==> src/rtl/ecc_chk_pkg.sv <==
package ecc_chk_pkg;

  typedef enum logic [1:0] {
    ST_CLEAN   = 2'd0,
    ST_FIXED   = 2'd1,
    ST_BADCODE = 2'd2,
    ST_MULTI   = 2'd3
  } chk_status_t;

  localparam int CODE_W   = 24;
  localparam int WORD_W   = 32;
  localparam int OCTET_W  = 8;
  localparam int NIBBLE_W = 4;

endpackage

==> src/rtl/ecc_weight_classify.sv <==
module ecc_weight_classify
  import ecc_chk_pkg::*;
#(
  parameter int SECTOR_BYTES = 512,
  parameter int DATA_W       = 8,
  parameter int FIX_WEIGHT   = 12,
  parameter logic [WORD_W-1:0] ERASED_WORD = 32'h0FFF_0FFF
) (
  input  logic                    clk,
  input  logic                    rst,
  input  logic                    in_valid,
  input  logic [WORD_W-1:0]       stored_w,
  input  logic [WORD_W-1:0]       calc_w,
  output logic                    out_valid,
  output chk_status_t             out_status,
  output logic [$clog2(SECTOR_BYTES)-1:0] out_byte,
  output logic [$clog2(DATA_W)-1:0]       out_bit
);

  localparam int BYTE_IDX_W = $clog2(SECTOR_BYTES);
  localparam int BIT_IDX_W  = $clog2(DATA_W);
  localparam int CNT_W      = $clog2(WORD_W + 1);
  localparam int POS_BASE   = WORD_W / 2;

  function automatic logic [CNT_W-1:0] weight_of(input logic [WORD_W-1:0] w);
    logic [CNT_W-1:0] acc;
    acc = '0;
    for (int i = 0; i < WORD_W; i++) begin
      acc = acc + {{(CNT_W-1){1'b0}}, w[i]};
    end
    return acc;
  endfunction

  // stage 1: difference, its weight and the erased-sector flag
  logic                 s1_valid;
  logic [WORD_W-1:0]    s1_diff;
  logic [CNT_W-1:0]     s1_weight;
  logic                 s1_erased;

  always_ff @(posedge clk) begin
    if (rst) begin
      s1_valid  <= 1'b0;
      s1_diff   <= '0;
      s1_weight <= '0;
      s1_erased <= 1'b0;
    end else begin
      s1_valid  <= in_valid;
      s1_diff   <= stored_w ^ calc_w;
      s1_weight <= weight_of(stored_w ^ calc_w);
      s1_erased <= (stored_w == ERASED_WORD) && (calc_w == '0);
    end
  end

  // stage 2: outcome and error position
  chk_status_t              nx_status;
  logic [BYTE_IDX_W-1:0]    nx_byte;
  logic [BIT_IDX_W-1:0]     nx_bit;

  always_comb begin
    nx_byte = '0;
    nx_bit  = '0;
    if (s1_diff == '0) begin
      nx_status = ST_CLEAN;
    end else if (s1_erased) begin
      nx_status = ST_CLEAN;
    end else if (s1_weight == CNT_W'(FIX_WEIGHT)) begin
      nx_status = ST_FIXED;
      nx_bit    = s1_diff[POS_BASE +: BIT_IDX_W];
      nx_byte   = s1_diff[POS_BASE + BIT_IDX_W +: BYTE_IDX_W];
    end else if (s1_weight == CNT_W'(1)) begin
      nx_status = ST_BADCODE;
    end else begin
      nx_status = ST_MULTI;
    end
  end

  always_ff @(posedge clk) begin
    if (rst) begin
      out_valid  <= 1'b0;
      out_status <= ST_CLEAN;
      out_byte   <= '0;
      out_bit    <= '0;
    end else if (s1_valid) begin
      out_valid  <= 1'b1;
      out_status <= nx_status;
      out_byte   <= nx_byte;
      out_bit    <= nx_bit;
    end else begin
      out_valid  <= 1'b0;
    end
  end

endmodule

==> config.mk <==
export PLATFORM = sky130hd
export DESIGN_NAME = ecc_weight_classify
export DESIGN_NICKNAME = d
export VERILOG_FILES = /design/src/rtl/ecc_chk_pkg.sv /design/src/rtl/ecc_weight_classify.sv
export SDC_FILE = /design/constraint.sdc
export NUM_CORES = 1
export LEC_CHECK = 0
export BUFFER_PORTS_ARGS = -buffer_cell sky130_fd_sc_hd__buf_4
export CORE_MARGIN = 5
export CORE_UTILIZATION = 35
export DETAILED_ROUTE_END_ITERATION = 12
export PLACE_DENSITY = 0.55
export SKIP_CTS_REPAIR_TIMING = 1
export SLEW_MARGIN = 20
export SYNTH_ARGS = -nofsm -noshare
export SYNTH_HDL_FRONTEND = slang
export SYNTH_SLANG_ARGS = --single-unit
==> constraint.sdc <==
create_clock -name clk -period 9.3 [get_ports clk]
set_clock_uncertainty 0.2 [all_clocks]
set_input_delay 0.93 -clock clk [delete_from_list [all_inputs] [get_ports clk]]
set_output_delay 0.93 -clock clk [all_outputs]
set_load 0.05 [all_outputs]
==> impl_metrics.ini, run 1 <==
[outcome]
status = completed

[grt]
grt-ovfl-total = 0
track_usage = 0.140
grt_pass1_vias = 2339
antenna_found_initial = 0
grt_start_max_net_pins = 31
grt_pass1_wl_mm = 11.1

[synth]
ys_warn_count = 0
syn_avg_cell_area_sq_um = 10.4
synthArstFlopShare = 0
synth_cells = 275
synthesis.area_sq_um = 2860
synth_sequential_area_ratio = 0.385
ys_types = 32
synth_edf_count = 0
ys_seq_elements = 55
synthFlopType = dfxtp_1
syn-num-nets = 373

[cells_and_area]
final_cell_mix = buf_4, dfxtp_1, xor2_1, and2_1
fin_util = 0.457
mostFrequentLayoutCell = buf_4
stdcell_count = 462
diodes = 0
drive_gt1_frac = 0.258
postLayoutCellArea_sq_um = 3700
area_growth_pct = 29.4
final_nets = 454

[critical_path]
crit_path_cell_trace = buf_4 > xor2_1 > fa_1 > inv_1 > fa_1 > inv_1 > fa_1 > fa_1 > inv_1 > fa_1 > inv_1 > fa_1 > ha_1 > inv_1 > fa_1 > nor2b_1 > o21ai_0 > nor3b_1 > nor3_1
cp_slowest_cell = fa_1
startpoint_type = input port
cp_max_fo = 2
cp_common_cell = fa_1
cp-end-kind = flop
arrival_ps = 5730
cp.required_ps = 9320
crit_path_max_incr_delay_ps = 540
crit_type = input port to flop

[timing]
period_minus_slack_ps = 5710
hold_viol = 0
fin_crit_sh = 0.614
max_slew_margin = 0.589
drv_slew = 0
layout_setup_ws_ps = 3590
worst_slew_pin_slew_ps = 612
tns_ps = 0
hold_slack_ps = 285
setup_viol = 0
rsz0062_at_grt = no
max_freq_mhz = 175

[route]
drc_errors = 0
drt_wl_total_mm = 6.61
drt-initial-drc-count = 42
num_vias = 2101
antenna_left = 0
via_per_inst = 4.55
drtPass1Iterations = 4
avgRoutedWirePerCell_um = 14.3

[floorplanning]
die_w_um = 100
die_h_um = 100
initial_core_util = 0.353
dieArea_sq_um = 10100
io_pins = 82
core_area_sq_um = 8090
rows = 33

[placement]
place_congestion = 0.804
io_buffer_count = 81
place_inst = 454
dpl_cell_area_sq_um = 3570
dp_slack_ps = 3270
hpwl_mm = 5.75

[pwr]
finalPower_mw = 1.22
power.switching_mw = 0.486
internal-power_mw = 0.738
p_clk_frac = 0.149
netSwitchingFraction = 0.397
power_frac_seq = 0.226
irDropWorstVdd_v = 0.000239
powerDensity_nw_per_um2 = 330
p_comb_frac = 0.625
p_leak_nw = 1.64

[clock_network]
cts_htree_levels = 2
clock-sinks = 55
cts_tree = done
clk_pin_slew_ps = 90
insertion_delay_ps = 300
cts_made_buffers = 5
root_buffer = clkbuf_8
clock_path_buffers = 2

[min_path]
hp-class = flop to flop

[run]
drv_cap = 0
[cell families after synthesis]
| kind of cell | synth area share |
|---|---|
| buffers and inverters | 0.0367 |
| AOI/OAI and AO/OA | 0.0385 |
| DFF | 0.385 |
| adders and majority gates | 0.199 |
| xor gates and xnor gates | 0.101 |
| and+or+nand+nor | 0.240 |
[layer usage]
layer	part of all wire	wire length, um	GRT usage	vias up
li1	-	-	-	1062
met1	0.43	2830	0.171	983
met2	0.51	3380	0.251	48
met3	0.046	301	0.0236	8
met4	0.015	97	0.0383	0
met5	0	0	0	-
[Yosys cell counts (7+ instances only)]
cell type,number,share of area
a21oi_1,13,0.023
and2_1,25,0.055
dfxtp_1,55,0.38
fa_1,24,0.17
ha_1,7,0.031
inv_1,20,0.026
nor2_1,24,0.031
nor2b_1,17,0.037
nor4_1,10,0.022
nor4bb_1,7,0.024
xnor2_1,8,0.024
xor2_1,25,0.077
[worst paths after layout]
path	slack (ps)	end	depth (start not counted)	start
setup / recovery	3590	s1_weight[4]	19	stored_w[21]
hold reg to reg	290	out_status[1]	1	out_status[1]
hold / removal	290	out_status[1]	1	out_status[1]
setup reg to reg	7380	out_byte[6]	4	s1_valid
[power by group through the flow]
stage	sequential, mW	clock, mW	combinational (mW)
5_1_grt	0.280	0.195	0.907
4_1_cts	0.277	0.187	0.774
2_1_floorplan	0.284	0	0.611
3_3_place_gp	0.283	0	0.764
3_5_place_dp	0.283	0	0.768
6_report	0.277	0.182	0.764
[state kept, by name, summed over array words and instances (netlist names)]
name / count
s1_weight: 6
out_bit: 3
out_status: 2
s1_diff: 32
out_byte: 9
s1_erased: 1
s1_valid: 1
out_valid: 1
[critical path, delay by kind of cell]
kind | cells | cell delay (ps)
adder cells (fa/ha/maj) | 8 | 3620
AND/OR/NAND/NOR | 3 | 470
buffers and inverters | 6 | 370
XOR/XNOR | 1 | 190
AO/OA/AOI/OAI | 1 | 110
[cell type report]
cell class | instances | area, sq um
Clock buffer | 6 | 72.6
Fill cell | 813 | 4390
Tap cell | 105 | 131
Inverter | 20 | 75.1
Timing Repair Buffer | 81 | 608
Sequential cell | 55 | 1100
Multi-Input combinational cell | 193 | 1650
Clock inverter | 2 | 60.1
No activity file was read; power rests on OpenSTA's default activity.
==> inputs of run 2 (changes only) <==
ABC_AREA = 1   (was not set)
PLACE_DENSITY = 0.54   (was 0.55)
clock period = 5.3 ns   (was 9.3 ns; I/O delays follow)
==> impl_metrics.ini, run 2 <==
[critical_path]
cp_slowest_cell = fa_1
path_buf_inv = 8
cp_common_cell = fa_1
critPathTopFamily = adder cells
cp.required_ps = 5300
crit_path_max_incr_delay_ps = 560
reg2reg_slack_ps = 3740
startpoint_type = input port
crit_type = input port to flop
arrival_ps = 5130
crit_path_cell_trace = buf_4 > inv_2 > or2_4 > nand2_2 > fa_1 > inv_2 > fa_1 > inv_1 > fa_1 > fa_1 > inv_2 > fa_1 > inv_1 > fa_1 > ha_2 > inv_1 > fa_2 > inv_2 > nand2_2 > nand2_1 > a21oi_2 > o21ai_1 > a21oi_1
cp_max_fo = 2
cp-end-kind = flop

[synth]
synthArstFlopShare = 0
synth_top_area_frac = 0.356
ys_warn_count = 0
synthTopCellsByCount = nand2_1, inv_1, nor2_1
synth_compound_gate_area_share = 0.0631
synth_edf_count = 0
synthesis.area_sq_um = 3100
ys_top_cells_by_area = dfxtp_1, fa_1, nand2_1
synth_cells = 405
synth_fa_ha_area_frac = 0.184
syn-num-nets = 503
synth_simple_gate_area_share = 0.273
synth_most_common_cell = nand2_1
yosys.area.top_type = dfxtp_1
ys_types = 23
ys_seq_elements = 55
synthFlopType = dfxtp_1
synth_sequential_area_ratio = 0.356
synth_top_family_by_area = simple AND/OR/NAND/NOR gates
syn_avg_cell_area_sq_um = 7.64
synth-xor-area-share = 0.0170
muxShareOfSynthArea = 0

[route]
via_per_inst = 4.44
drc_errors = 0
antenna_left = 0
drt-initial-drc-count = 74
avgRoutedWirePerCell_um = 12.4
drt_wl_total_mm = 7.61
num_vias = 2724
drtPass1Iterations = 6

[timing]
period_minus_slack_ps = 5130
worst_slew_pin_slew_ps = 576
setup_viol = 0
fin_crit_sh = 0.969
hold_slack_ps = 217
drv_slew = 0
hold_viol = 0
max_freq_mhz = 195
max_slew_margin = 0.616

[pwr]
p_clk_frac = 0.143
power.switching_mw = 0.828
powerDensity_nw_per_um2 = 484
p_comb_frac = 0.613
p_leak_nw = 2.03
netSwitchingFraction = 0.422
finalPower_mw = 1.96
irDropWorstVdd_v = 0.000323
power_frac_seq = 0.244
internal-power_mw = 1.14

[clock_network]
insertion_delay_ps = 310
cts_htree_levels = 2
cts_tree = done
clk_pin_slew_ps = 100
clock-sinks = 55
cts_made_buffers = 5
root_buffer = clkbuf_8
clock_path_buffers = 2

[floorplanning]
die_w_um = 104
die_h_um = 104
initial_core_util = 0.357
core_area_sq_um = 8680
io_pins = 82
rows = 34
dieArea_sq_um = 10800

[placement]
io_buffer_count = 81
place_congestion = 0.788
place_inst = 604
hpwl_mm = 6.42

[run]
drv_cap = 0

[outcome]
status = completed

[min_path]
hp-class = input port to flop

[cells_and_area]
diodes = 0
area.sequential_sq_um = 1100
top_regs = s1_diff: 32 flops, out_byte: 9 flops, s1_weight: 6 flops
stdcell_count = 613
drive_gt1_frac = 0.267
area_growth_pct = 31.2
largest_register_ffs = 32
mostFrequentLayoutCell = buf_4
multiInputGateArea_sq_um = 1680
final_cell_mix = buf_4, nand2_1, nor2_1
largest_register = s1_diff
fill_cells = 911
final_nets = 602

[grt]
grt_pass1_vias = 2796
grt_start_max_net_pins = 53
grt-ovfl-total = 0
grt_pass1_wl_mm = 12.8
track_usage = 0.144
antenna_found_initial = 0
[run 2: cell count changes after synthesis, sizes merged, moves of 21 or more]
cell | before | now
nor2 | 24 | 71
xor2 | 25 | 0
a21oi | 13 | 34
nand2 | 3 | 79
and2 | 25 | 0
inv | 20 | 71
[run 2: cell families after synthesis]
kind of cell,count (synthesis)
and+or+nand+nor,193
buffers and inverters,81
DFF,55
AOI/OAI and AO/OA,39
adders and majority gates,31
xor gates and xnor gates,6
[run 2: worst paths after layout]
kind,depth (start not counted),from,end
max reg2reg,6,s1_weight[5],out_status[0]
max,23,calc_w[19],s1_weight[4]
min,3,in_valid,s1_valid
min reg2reg,2,out_bit[0],out_bit[0]
[run 2: worst register-to-register path, cell delays in order (launching register included)]
cell,delay [ps]
dfxtp_1,320
nor2_2,460
nand4_1,170
nand2_1,100
inv_1,40
o21ai_0,70
a21oi_1,90
[run 2: layout make-up]
type | count | area share
Clock buffer | 6 | 0.0179
Inverter | 71 | 0.0656
Sequential cell | 55 | 0.271
Tap cell | 108 | 0.0333
Clock inverter | 2 | 0.00955
Multi-Input combinational cell | 269 | 0.414
Timing Repair Buffer | 102 | 0.189
[run 2: routing by layer]
metal,routed length [um],GRT usage,up-vias
li1,-,-,1438
met1,3440,0.187,1210
met2,3680,0.247,70
met3,428,0.0304,6
met4,56,0.0278,0
met5,0,0,-
[run 2: power by group through the flow]
stage                     combinational [mW]  clock (mW)  sequential (mW)
after floorplan                        0.840           0            0.492
after global placement                  1.12           0            0.488
after detailed placement                1.13           0            0.489
after CTS                               1.14       0.289            0.479
after global routing                    1.41       0.304            0.483
final                                   1.20       0.281            0.479
[run 2: stage by stage]
step	utilization	area [sq um]	TNS, ps	setup WS [ps]
2_1_floorplan	-	3100	0	27.6
3_3_place_gp	0.452	3920	-437	-282
3_5_place_dp	0.452	3920	-587	-321
4_1_cts	0.465	4030	-4.20	-4.20
5_1_grt	0.468	4060	-5.78	-5.78
6_report	0.468	4060	0	166
